==> src/rtl/irqc_pkg.sv <==
package irqc_pkg;

    // register selector inside one group, index equals address bits 4:2
    typedef enum logic [2:0] {
        F_SRC  = 3'd0,
        F_EN   = 3'd1,
        F_CLR  = 3'd2,
        F_MODE = 3'd3,
        F_POL  = 3'd4,
        F_STAT = 3'd5,
        F_NONE = 3'd7
    } irqc_field_e;

    // which region of the map an address falls in
    typedef enum logic [2:0] {
        HIT_NONE,
        HIT_NORM,
        HIT_FAST,
        HIT_REV,
        HIT_CNT
    } irqc_hit_e;

    // per-group write strobes
    typedef struct packed {
        logic en_we;
        logic clr_we;
        logic mode_we;
        logic pol_we;
    } irqc_wr_t;

    localparam int unsigned GRP_SPAN   = 32'h20;
    localparam int unsigned REV_OFFSET = 32'h50;
    localparam int unsigned CNT_OFFSET = 32'h54;

endpackage

==> src/rtl/irqc_sync.sv <==
module irqc_sync #(
    parameter int unsigned W      = 32,
    parameter int unsigned STAGES = 2
) (
    input  logic         clk,
    input  logic         rst_n,
    input  logic [W-1:0] din,
    output logic [W-1:0] dout
);

    logic [W-1:0] stage_q [STAGES];
    logic [W-1:0] stage_d [STAGES];

    generate
        for (genvar s = 0; s < STAGES; s++) begin : g_stage
            if (s == 0) begin : g_first
                assign stage_d[s] = din;
            end else begin : g_next
                assign stage_d[s] = stage_q[s-1];
            end
            always_ff @(posedge clk or negedge rst_n) begin
                if (!rst_n) stage_q[s] <= '0;
                else        stage_q[s] <= stage_d[s];
            end
        end
    endgenerate

    assign dout = stage_q[STAGES-1];

endmodule

==> src/rtl/irqc_regdec.sv <==
module irqc_regdec
    import irqc_pkg::*;
#(
    parameter int unsigned ADDR_W = 8
) (
    input  logic              bus_wr,
    input  logic [ADDR_W-1:0] bus_addr,
    output irqc_hit_e         hit,
    output irqc_field_e       field,
    output irqc_wr_t          norm_wr,
    output irqc_wr_t          fast_wr
);

    localparam int unsigned UPPER_W = ADDR_W - 5;

    logic [UPPER_W-1:0] upper;
    logic [2:0]         idx;

    assign upper = bus_addr[ADDR_W-1:5];
    assign idx   = bus_addr[4:2];

    always_comb begin
        hit   = HIT_NONE;
        field = F_NONE;
        if (bus_addr[1:0] == 2'b00) begin
            if (upper == UPPER_W'(0) || upper == UPPER_W'(1)) begin
                if (idx <= 3'd5) begin
                    hit   = (upper == UPPER_W'(0)) ? HIT_NORM : HIT_FAST;
                    field = irqc_field_e'(idx);
                end
            end else if (bus_addr == ADDR_W'(REV_OFFSET)) begin
                hit = HIT_REV;
            end else if (bus_addr == ADDR_W'(CNT_OFFSET)) begin
                hit = HIT_CNT;
            end
        end
    end

    function automatic irqc_wr_t strobes(input logic sel, input irqc_field_e f);
        irqc_wr_t s;
        s.en_we   = sel && (f == F_EN);
        s.clr_we  = sel && (f == F_CLR);
        s.mode_we = sel && (f == F_MODE);
        s.pol_we  = sel && (f == F_POL);
        return s;
    endfunction

    assign norm_wr = strobes(bus_wr && (hit == HIT_NORM), field);
    assign fast_wr = strobes(bus_wr && (hit == HIT_FAST), field);

endmodule

==> src/rtl/irqc_bank.sv <==
module irqc_bank
    import irqc_pkg::*;
#(
    parameter int unsigned N = 32
) (
    input  logic         clk,
    input  logic         rst_n,
    input  logic [N-1:0] line_sync,
    input  irqc_wr_t     wr,
    input  logic [N-1:0] wdata,
    output logic [N-1:0] en,
    output logic [N-1:0] mode,
    output logic [N-1:0] pol,
    output logic [N-1:0] lat,
    output logic [N-1:0] src,
    output logic [N-1:0] stat,
    output logic         req
);

    typedef struct packed {
        logic [N-1:0] en;
        logic [N-1:0] mode;
        logic [N-1:0] pol;
        logic [N-1:0] prev;
        logic [N-1:0] lat;
    } bank_st_t;

    bank_st_t st_d, st_q;

    logic [N-1:0] lvl_now, lvl_prev, edge_hit, clr_mask;

    always_comb begin
        // polarity-corrected view; prev uses current polarity so a
        // polarity change alone never looks like an edge
        lvl_now  = line_sync ^ st_q.pol;
        lvl_prev = st_q.prev ^ st_q.pol;
        edge_hit = lvl_now & ~lvl_prev;
        clr_mask = wr.clr_we ? wdata : '0;

        st_d      = st_q;
        st_d.prev = line_sync;
        if (wr.en_we)   st_d.en   = wdata;
        if (wr.mode_we) st_d.mode = wdata;
        if (wr.pol_we)  st_d.pol  = wdata;
        // new edge has priority over a clear in the same cycle
        st_d.lat = st_q.mode & (edge_hit | (st_q.lat & ~clr_mask));
    end

    always_ff @(posedge clk or negedge rst_n) begin
        if (!rst_n) st_q <= '0;
        else        st_q <= st_d;
    end

    assign en   = st_q.en;
    assign mode = st_q.mode;
    assign pol  = st_q.pol;
    assign lat  = st_q.lat;
    assign src  = (st_q.mode & st_q.lat) | (~st_q.mode & lvl_now);
    assign stat = src & st_q.en;
    assign req  = |stat;

endmodule

==> src/rtl/irq_dual_bank_ctrl.sv <==
module irq_dual_bank_ctrl
    import irqc_pkg::*;
#(
    parameter int unsigned NUM_IN      = 32,
    parameter int unsigned ADDR_W      = 8,
    parameter int unsigned SYNC_STAGES = 2,
    parameter logic [31:0] REV_ID      = 32'h0001_0003
) (
    input  logic              clk,
    input  logic              rst_n,
    input  logic [NUM_IN-1:0] norm_in,
    input  logic [NUM_IN-1:0] fast_in,
    input  logic              bus_wr,
    input  logic [ADDR_W-1:0] bus_addr,
    input  logic [31:0]       bus_wdata,
    output logic [31:0]       bus_rdata,
    output logic              norm_req,
    output logic              fast_req
);

    localparam logic [7:0]  CNT_BYTE = 8'(NUM_IN);
    localparam logic [31:0] CNT_WORD = {16'h0000, CNT_BYTE, CNT_BYTE};

    irqc_hit_e   hit;
    irqc_field_e field;
    irqc_wr_t    n_wr, f_wr;

    logic [NUM_IN-1:0] n_sync, f_sync;
    logic [NUM_IN-1:0] n_en, n_mode, n_pol, n_lat, n_src, n_stat;
    logic [NUM_IN-1:0] f_en, f_mode, f_pol, f_lat, f_src, f_stat;

    irqc_regdec #(.ADDR_W(ADDR_W)) u_dec (
        .bus_wr  (bus_wr),
        .bus_addr(bus_addr),
        .hit     (hit),
        .field   (field),
        .norm_wr (n_wr),
        .fast_wr (f_wr)
    );

    irqc_sync #(.W(NUM_IN), .STAGES(SYNC_STAGES)) u_nsync (
        .clk(clk), .rst_n(rst_n), .din(norm_in), .dout(n_sync)
    );

    irqc_sync #(.W(NUM_IN), .STAGES(SYNC_STAGES)) u_fsync (
        .clk(clk), .rst_n(rst_n), .din(fast_in), .dout(f_sync)
    );

    irqc_bank #(.N(NUM_IN)) u_nbank (
        .clk(clk), .rst_n(rst_n), .line_sync(n_sync), .wr(n_wr),
        .wdata(bus_wdata[NUM_IN-1:0]),
        .en(n_en), .mode(n_mode), .pol(n_pol), .lat(n_lat),
        .src(n_src), .stat(n_stat), .req(norm_req)
    );

    irqc_bank #(.N(NUM_IN)) u_fbank (
        .clk(clk), .rst_n(rst_n), .line_sync(f_sync), .wr(f_wr),
        .wdata(bus_wdata[NUM_IN-1:0]),
        .en(f_en), .mode(f_mode), .pol(f_pol), .lat(f_lat),
        .src(f_src), .stat(f_stat), .req(fast_req)
    );

    function automatic logic [31:0] widen(input logic [NUM_IN-1:0] v);
        logic [31:0] w;
        w = '0;
        w[NUM_IN-1:0] = v;
        return w;
    endfunction

    function automatic logic [31:0] pick(
        input irqc_field_e f,
        input logic [NUM_IN-1:0] s, e, m, p, st
    );
        case (f)
            F_SRC:   return widen(s);
            F_EN:    return widen(e);
            F_MODE:  return widen(m);
            F_POL:   return widen(p);
            F_STAT:  return widen(st);
            default: return 32'h0;
        endcase
    endfunction

    always_comb begin
        case (hit)
            HIT_NORM: bus_rdata = pick(field, n_src, n_en, n_mode, n_pol, n_stat);
            HIT_FAST: bus_rdata = pick(field, f_src, f_en, f_mode, f_pol, f_stat);
            HIT_REV:  bus_rdata = REV_ID;
            HIT_CNT:  bus_rdata = CNT_WORD;
            default:  bus_rdata = 32'h0;
        endcase
    end

endmodule

==> config.mk <==
export PLATFORM = sky130hd
export DESIGN_NAME = irq_dual_bank_ctrl
export DESIGN_NICKNAME = d
export VERILOG_FILES = /design/src/rtl/irqc_pkg.sv /design/src/rtl/irqc_sync.sv /design/src/rtl/irqc_regdec.sv /design/src/rtl/irqc_bank.sv /design/src/rtl/irq_dual_bank_ctrl.sv
export SDC_FILE = /design/constraint.sdc
export NUM_CORES = 1
export LEC_CHECK = 0
export BUFFER_PORTS_ARGS = -buffer_cell sky130_fd_sc_hd__buf_4
export CORE_MARGIN = 2
export CORE_UTILIZATION = 50
export DETAILED_ROUTE_END_ITERATION = 8
export PLACE_DENSITY = 0.77
export REMOVE_ABC_BUFFERS = 1
export SETUP_SLACK_MARGIN = 0.02
export SYNTH_ARGS = -nofsm -noshare
export SYNTH_HDL_FRONTEND = slang
export SYNTH_HIERARCHICAL = 1
export SYNTH_SLANG_ARGS = --single-unit
==> constraint.sdc <==
create_clock -name clk -period 5.8 [get_ports clk]
set_clock_uncertainty 0.2 [all_clocks]
set_input_delay 0.29 -clock clk [delete_from_list [all_inputs] [get_ports clk]]
set_output_delay 0.29 -clock clk [all_outputs]
set_load 0.02 [all_outputs]
==> results.md, run 1 <==
- Status: finished clean
- # Post-CTS Setup Buffers: 0
- Avg WL per Cell: approximately 22 um
- Global route overflow: 0
- First-pass GRT wire length: around 83000 um
- Clk root buf: clkbuf_16
- H-Tree Depth: 2
- Site row count: 77
- Hold Violations, Final: 0
- DP HPWL: between 30000 and 40000 um
- Final Max Slew Viols: 0
- Leak Pwr: between 10 and 15 nW
- CTS Buf Count: 47
- Worst Setup Start Kind: input port
- Crit end category: output port
- Post-Route WL: roughly 52000 um
- Area of the multi-input gates: between 0.009 and 0.01 mm2
- Die Area: approximately 0.046 mm2
- CTS hold repair buffers: 97
- Worst slew margin: approximately 28%
- GPL Wtd Cong: 0.775
- TritonCTS Sinks: ~450
- Placed cell area: roughly 0.022 mm2
- Setup CP Type: in2out
- Max Cap Viol: 0
- Port-buffer cells: 140
- Skew-Pair Late Insertion Delay: between 0.5 and 0.6 ns
- TritonRoute pass-1 iters: 5
- PD cells: around 280 mW/mm2
- Initial Util: between 50% and 60%
- CTS tree: built
- Slowest cell delay on critical path: between 0.8 and 0.9 ns
- Mapped Area: 0.0223 mm2
- Arr. time, crit path: 3.59 ns
- Via-to-Cell Ratio: approximately 6
- Initial antenna violation count: 0
- Reg area: 0.0112 mm2
- Yosys warning count: 6
- Sequential share of power: 49.1%
- CP cell instances: buf_4 > nand2_1 > nand3_4 > buf_4 > buf_4 > mux4_2 > nor2b_1 > a221o_1 > buf_4
- Layout Nets: around 1900
- Area delta synth->final: 11.9%
- Vias: ~14000
- Dpl cells: around 2200
- Post-Layout Inst Area: 0.0249 mm2
- Min Clock Period, post-route: 4.08 ns
- DRC viols: 0
- Max clock buf depth: 3
- Post-cts sizing count: 0
- Number of antenna diodes: 0
- Vert. Die Dim: around 210 um
- Die width: 215 um
- Non-filler cells, final: between 2000 and 2500
- VDD IR max: ~250 uV
- IO Count: ~140
- FMAX: about 250 MHz
- Clock share of power: 42.7%
- Core Util, Final: 56.6%
- CP max stage cell: buf_4
- Vias in the first global route: between 10000 and 15000
- Pin count of the biggest net entering global routing: 170
- Mapped Cells: between 1500 and 2000
- Initial DRC Count: 1127
- Clk slew on worst S/H paths: about 0.060 ns
- Critical Path RT: 5.31 ns
- Cell repeated most along the worst path: buf_4
- Most frequent cells in the layout: dfrtp_1 (448), mux2_2 (251), buf_4 (160)
- Critical-path maximum fanout: 61
- Tcrit/Tclk final: a little over two thirds
- Core area: 0.0440 mm2
- Syn_area_per_cell: ~13 um2
- Comb power frac: 8.2%
- Pint: ~5.3 mW
- Layout cell share with drive strength beyond 1: between 20% and 30%
- HP Class: in2reg
- Most common cell after layout, fill and taps aside: dfrtp_1
- Sw Share: 23.6%
- Worst slew pin tran: around 1.1 ns
- Number of fill cells: around 3600
- Worst Path Buf+Inv: 4
- RSZ-0062 raised after global routing: no
- # setup viols final: 0
- Gr usage total: 22.8%
- Antenna-violating nets left: 0
- Net switching power: 1.63 mW
- Critical path's top delay family: buffers and inverters
-- flip-flops by register name (all words and copies together), names as in the netlist --
name,count
u_nbank/en,32
u_fbank/en,32
u_fsync/dout,32
u_fbank/st_q,32
u_nbank/lat,32
u_fbank/pol,32
u_fsync/stage_d,32
u_nsync/dout,32
u_fbank/mode,32
u_nbank/pol,32
u_fbank/lat,32
u_nbank/mode,32
u_nsync/stage_d,32
u_nbank/st_q,32
-- routing by layer --
layer / track usage [%] / vias up / share of wire, %
met5: 0 / - / 0
met4: 7.50 / 0 / 2.8
met3: 4.05 / 104 / 5.2
met2: 37.3 / 434 / 48
met1: 30.9 / 7362 / 44
li1: - / 6354 / -
-- power by group through the flow --
| stage | logic (mW) | clock network [mW] | registers (mW) |
|---|---|---|---|
| finish | 0.566 | 2.95 | 3.39 |
| CTS | 0.570 | 3.01 | 3.39 |
| global placement | 0.497 | 0 | 3.43 |
| floorplan | 0.284 | 0 | 3.41 |
| global route | 0.616 | 3.14 | 3.41 |
| detailed placement | 0.512 | 0 | 3.45 |
-- worst reg2reg max path, stage by stage (launching register included) --
cell and delay, ns:
dfrtp_1 0.44, and3b_2 0.23, o31a_1 0.27
-- through the flow --
step	setup TNS [ns]	worst slack, ns	hold slack [ns]	power [mW]
finish	0	1.72	0.0740	6.91
global route	0	1.60	0.0536	7.17
CTS	0	1.76	0.0317	6.97
detailed placement	0	1.78	0.135	3.96
global placement	0	1.82	0.134	3.93
floorplan	-40.86	-1.73	-0.206	3.69
-- path summary, 6_finish.rpt --
check | endpoint | slack (ns) | depth (start not counted) | startpoint
worst max register to register | u_nbank/lat[15]$_DFF_PN0_ | 4.53 | 2 | u_nbank/pol[15]$_DFFE_PN0P_
worst min register to register | u_fsync/dout[29]$_DFF_PN0_ | 0.14 | 0 | u_fsync/stage_d[29]$_DFF_PN0_
worst max-delay path | bus_rdata[20] | 1.72 | 9 | bus_addr[4]
min in group asynchronous | u_fsync/stage_d[30]$_DFF_PN0_ | 0.19 | 2 | rst_n
worst min-delay path | u_nbank/mode[3]$_DFFE_PN0P_ | 0.07 | 3 | bus_addr[5]
max in group asynchronous | u_fbank/st_q[46]$_DFF_PN0_ | 3.74 | 3 | rst_n
-- cell type report --
class / instances / area share [%]
clock buffers: 75 / 5.71
inverters: 5 / 0.0754
repair buffers: 261 / 9.02
clock inverters: 8 / 0.322
multi-input cells: 1035 / 36.9
well taps: 592 / 2.97
flip-flops and latches: 448 / 45.0
Note: power is estimated with default switching activity, not from simulation.
==> inputs of run 2 (changes only) <==
==> constraint.sdc (replaced) <==
create_clock -name clk -period 4 [get_ports clk]
set_clock_uncertainty 0.2 [all_clocks]
set_input_delay 0.2 -clock clk [delete_from_list [all_inputs] [get_ports clk]]
set_output_delay 0.2 -clock clk [all_outputs]
set_load 0.02 [all_outputs]
==> results.md, run 2 (synthesis results as in run 1) <==
- Layout cell share with drive strength beyond 1: 30.1% (+0.68 points)
- CTS tree: built
- VDD IR max: 326 uV (+29%)
- Core area: 0.0440 mm2 (unchanged)
- Number of fill cells: 3537 (-3.0%)
- Worst slew pin tran: 0.997 ns (-0.0669 ns)
- Global route overflow: 0 (unchanged)
- Clock share of power: 43.4% (+0.7 points)
- Port-buffer cells: 140 (unchanged)
- Most frequent cells in the layout: dfrtp_1 (448), mux2_2 (251), buf_4 (162)
- DR top layer: met4
- Leak Pwr: 11.6 nW (+1.0%)
- Post-cts sizing count: 0 (unchanged)
- Vias in the first global route: 14853 (-0.34%)
- Gr usage total: 22.7% (-0.095 points)
- Antenna-violating nets left: 0 (unchanged)
- GPL Wtd Cong: 0.833 (+7.5%)
- CTS hold repair buffers: 97 (unchanged)
- Most common cell after layout, fill and taps aside: dfrtp_1
- Layout Nets: 1914 (+0.47%)
- Min Clock Period, post-route: about 3.4 ns
- # Post-CTS Setup Buffers: 0 (unchanged)
- IO Count: 141 (unchanged)
- Die width: 215 um (unchanged)
- Met2 Routed Length: 24900 um (-0.23%)
- Sw Share: 23.7% (+0.12 points)
- Initial DRC Count: 980 (-13%)
- Critical R2R Launch: u_fsync/dout[5]$_DFF_PN0_
- TritonCTS Sinks: 448 (unchanged)
- Initial Util: 50.5% (unchanged)
- Max Cap Viol: 0 (unchanged)
- Reg2reg end: u_fbank/lat[5]$_DFF_PN0_
- WL met1: 22600 um (-2.4%)
- Avg WL per Cell: 21.4 um (-0.94%)
- Critical-path maximum fanout: 4 (-93%)
- HP Class: in2reg
- Die Area: 0.0462 mm2 (unchanged)
- Sequential share of power: 48.4% (-0.7 points)
- Skew-Pair Late Insertion Delay: 0.59 ns (about the same)
- Status: finished clean
- Clk root buf: clkbuf_16
- Area delta synth->final: 12.9%
- Setup TNS: 0 ns (unchanged)
- Post-Route WL: 52200 um (-0.40%)
- Setup CP Type: reg2out
- R2R setup slack: 2.71 ns (-1.82 ns)
- Hold Violations, Final: 0 (unchanged)
- Crit end category: output port
- Worst Setup Start Kind: flop
- TritonRoute pass-1 iters: 5 (unchanged)
- Pint: 7.75 mW (+47%)
- Tcrit/Tclk final: between 80% and 90%
- Final Max Slew Viols: 0 (unchanged)
- DP HPWL: 31800 um (+1.8%)
- Metal3 WL: 3110 um (+13%)
- Initial antenna violation count: 1 (+1)
- Pin count of the biggest net entering global routing: 112 (-34%)
- R2R cell count: 2 (unchanged)
- Worst slew margin: 33.5% (+5.1 points)
- Vert. Die Dim: 215 um (unchanged)
- First-pass GRT wire length: 82700 um (-0.26%)
- Via-to-Cell Ratio: 5.84 (-0.65%)
- CTS Buf Count: 49 (+4.3%)
- Hold_sp: bus_addr[2]
- Comb power frac: 8.2% (about the same)
- # setup viols final: 0 (unchanged)
- Site row count: 77 (unchanged)
- Hold EP: u_fbank/mode[1]$_DFFE_PN0P_
- Vias: 14238 (-0.11%)
- FMAX: slightly below 300 MHz
- Max clock buf depth: 3 (unchanged)
- Clk slew on worst S/H paths: 0.06 ns (about the same)
- RSZ-0062 raised after global routing: no
- Net switching power: 2.41 mW (+48%)
- Core Util, Final: 57.0% (+0.48 points)
- CP Launch Point: u_fsync/dout[30]$_DFF_PN0_
- H-Tree Depth: 2 (unchanged)
- DRC viols: 0 (unchanged)
- Critical Path RT: 3.60 ns (-1.71 ns)
- PD cells: 404 mW/mm2 (+46%)
- WHS Path Cells: 4 (+1)
- Arr. time, crit path: 3.02 ns (-0.57 ns)
run 2: critical path: stages (launching register included):
cell and delay, ns:
dfrtp_1 0.42, xor2_1 0.18, mux2_2 0.30, a22oi_1 0.35, nand4_1 0.33, or4_1 0.65, buf_4 0.20
run 2: final cells by class:
class / count / area, um2 / share of cell area (%)
antenna: 1 / 2.50 / 0.00997
clock buffer: 76 / 1500 / 5.97
clock inverter: 12 / 96.3 / 0.384
inverter: 5 / 18.8 / 0.0747
multi-input combinational: 1035 / 9180 / 36.6
sequential: 448 / 11200 / 44.6
tap: 592 / 741 / 2.95
timing repair buffer: 268 / 2360 / 9.41
run 2: worst max path at each step:
stage	endpoint	slack, ns
floorplan	bus_rdata[16]	-3.35
global placement	bus_rdata[30]	0.77
detailed placement	bus_rdata[7]	0.68
CTS	fast_req	0.56
global route	fast_req	0.46
finish	fast_req	0.58
run 2: through the flow:
stage	total power, mW	worst slack, ns	hold slack (ns)	instance area, um2	instances
floorplan	5.35	-3.35	-0.296	20300	1488
global placement	5.71	0.775	0.110	22500	2251
finish	10.2	0.578	0.0363	25100	2437
detailed placement	5.75	0.678	0.110	22500	2251
global route	10.6	0.462	0.0478	25100	2437
CTS	10.3	0.561	0.0185	25100	2436
run 2: power by group through the flow:
stage	registers (mW)	logic [mW]	clock network, mW
after floorplan	4.94	0.412	0
after global placement	4.98	0.727	0
after detailed placement	5.00	0.749	0
after CTS	4.92	0.833	4.51
after global routing	4.95	0.908	4.70
final	4.92	0.830	4.41
run 2: layer usage:
metal / vias to the layer above / GRT usage, %
li1: 6378 / -
met1: 7333 / 30.3
met2: 424 / 37.2
met3: 103 / 4.22
met4: 0 / 8.15
met5: - / 0
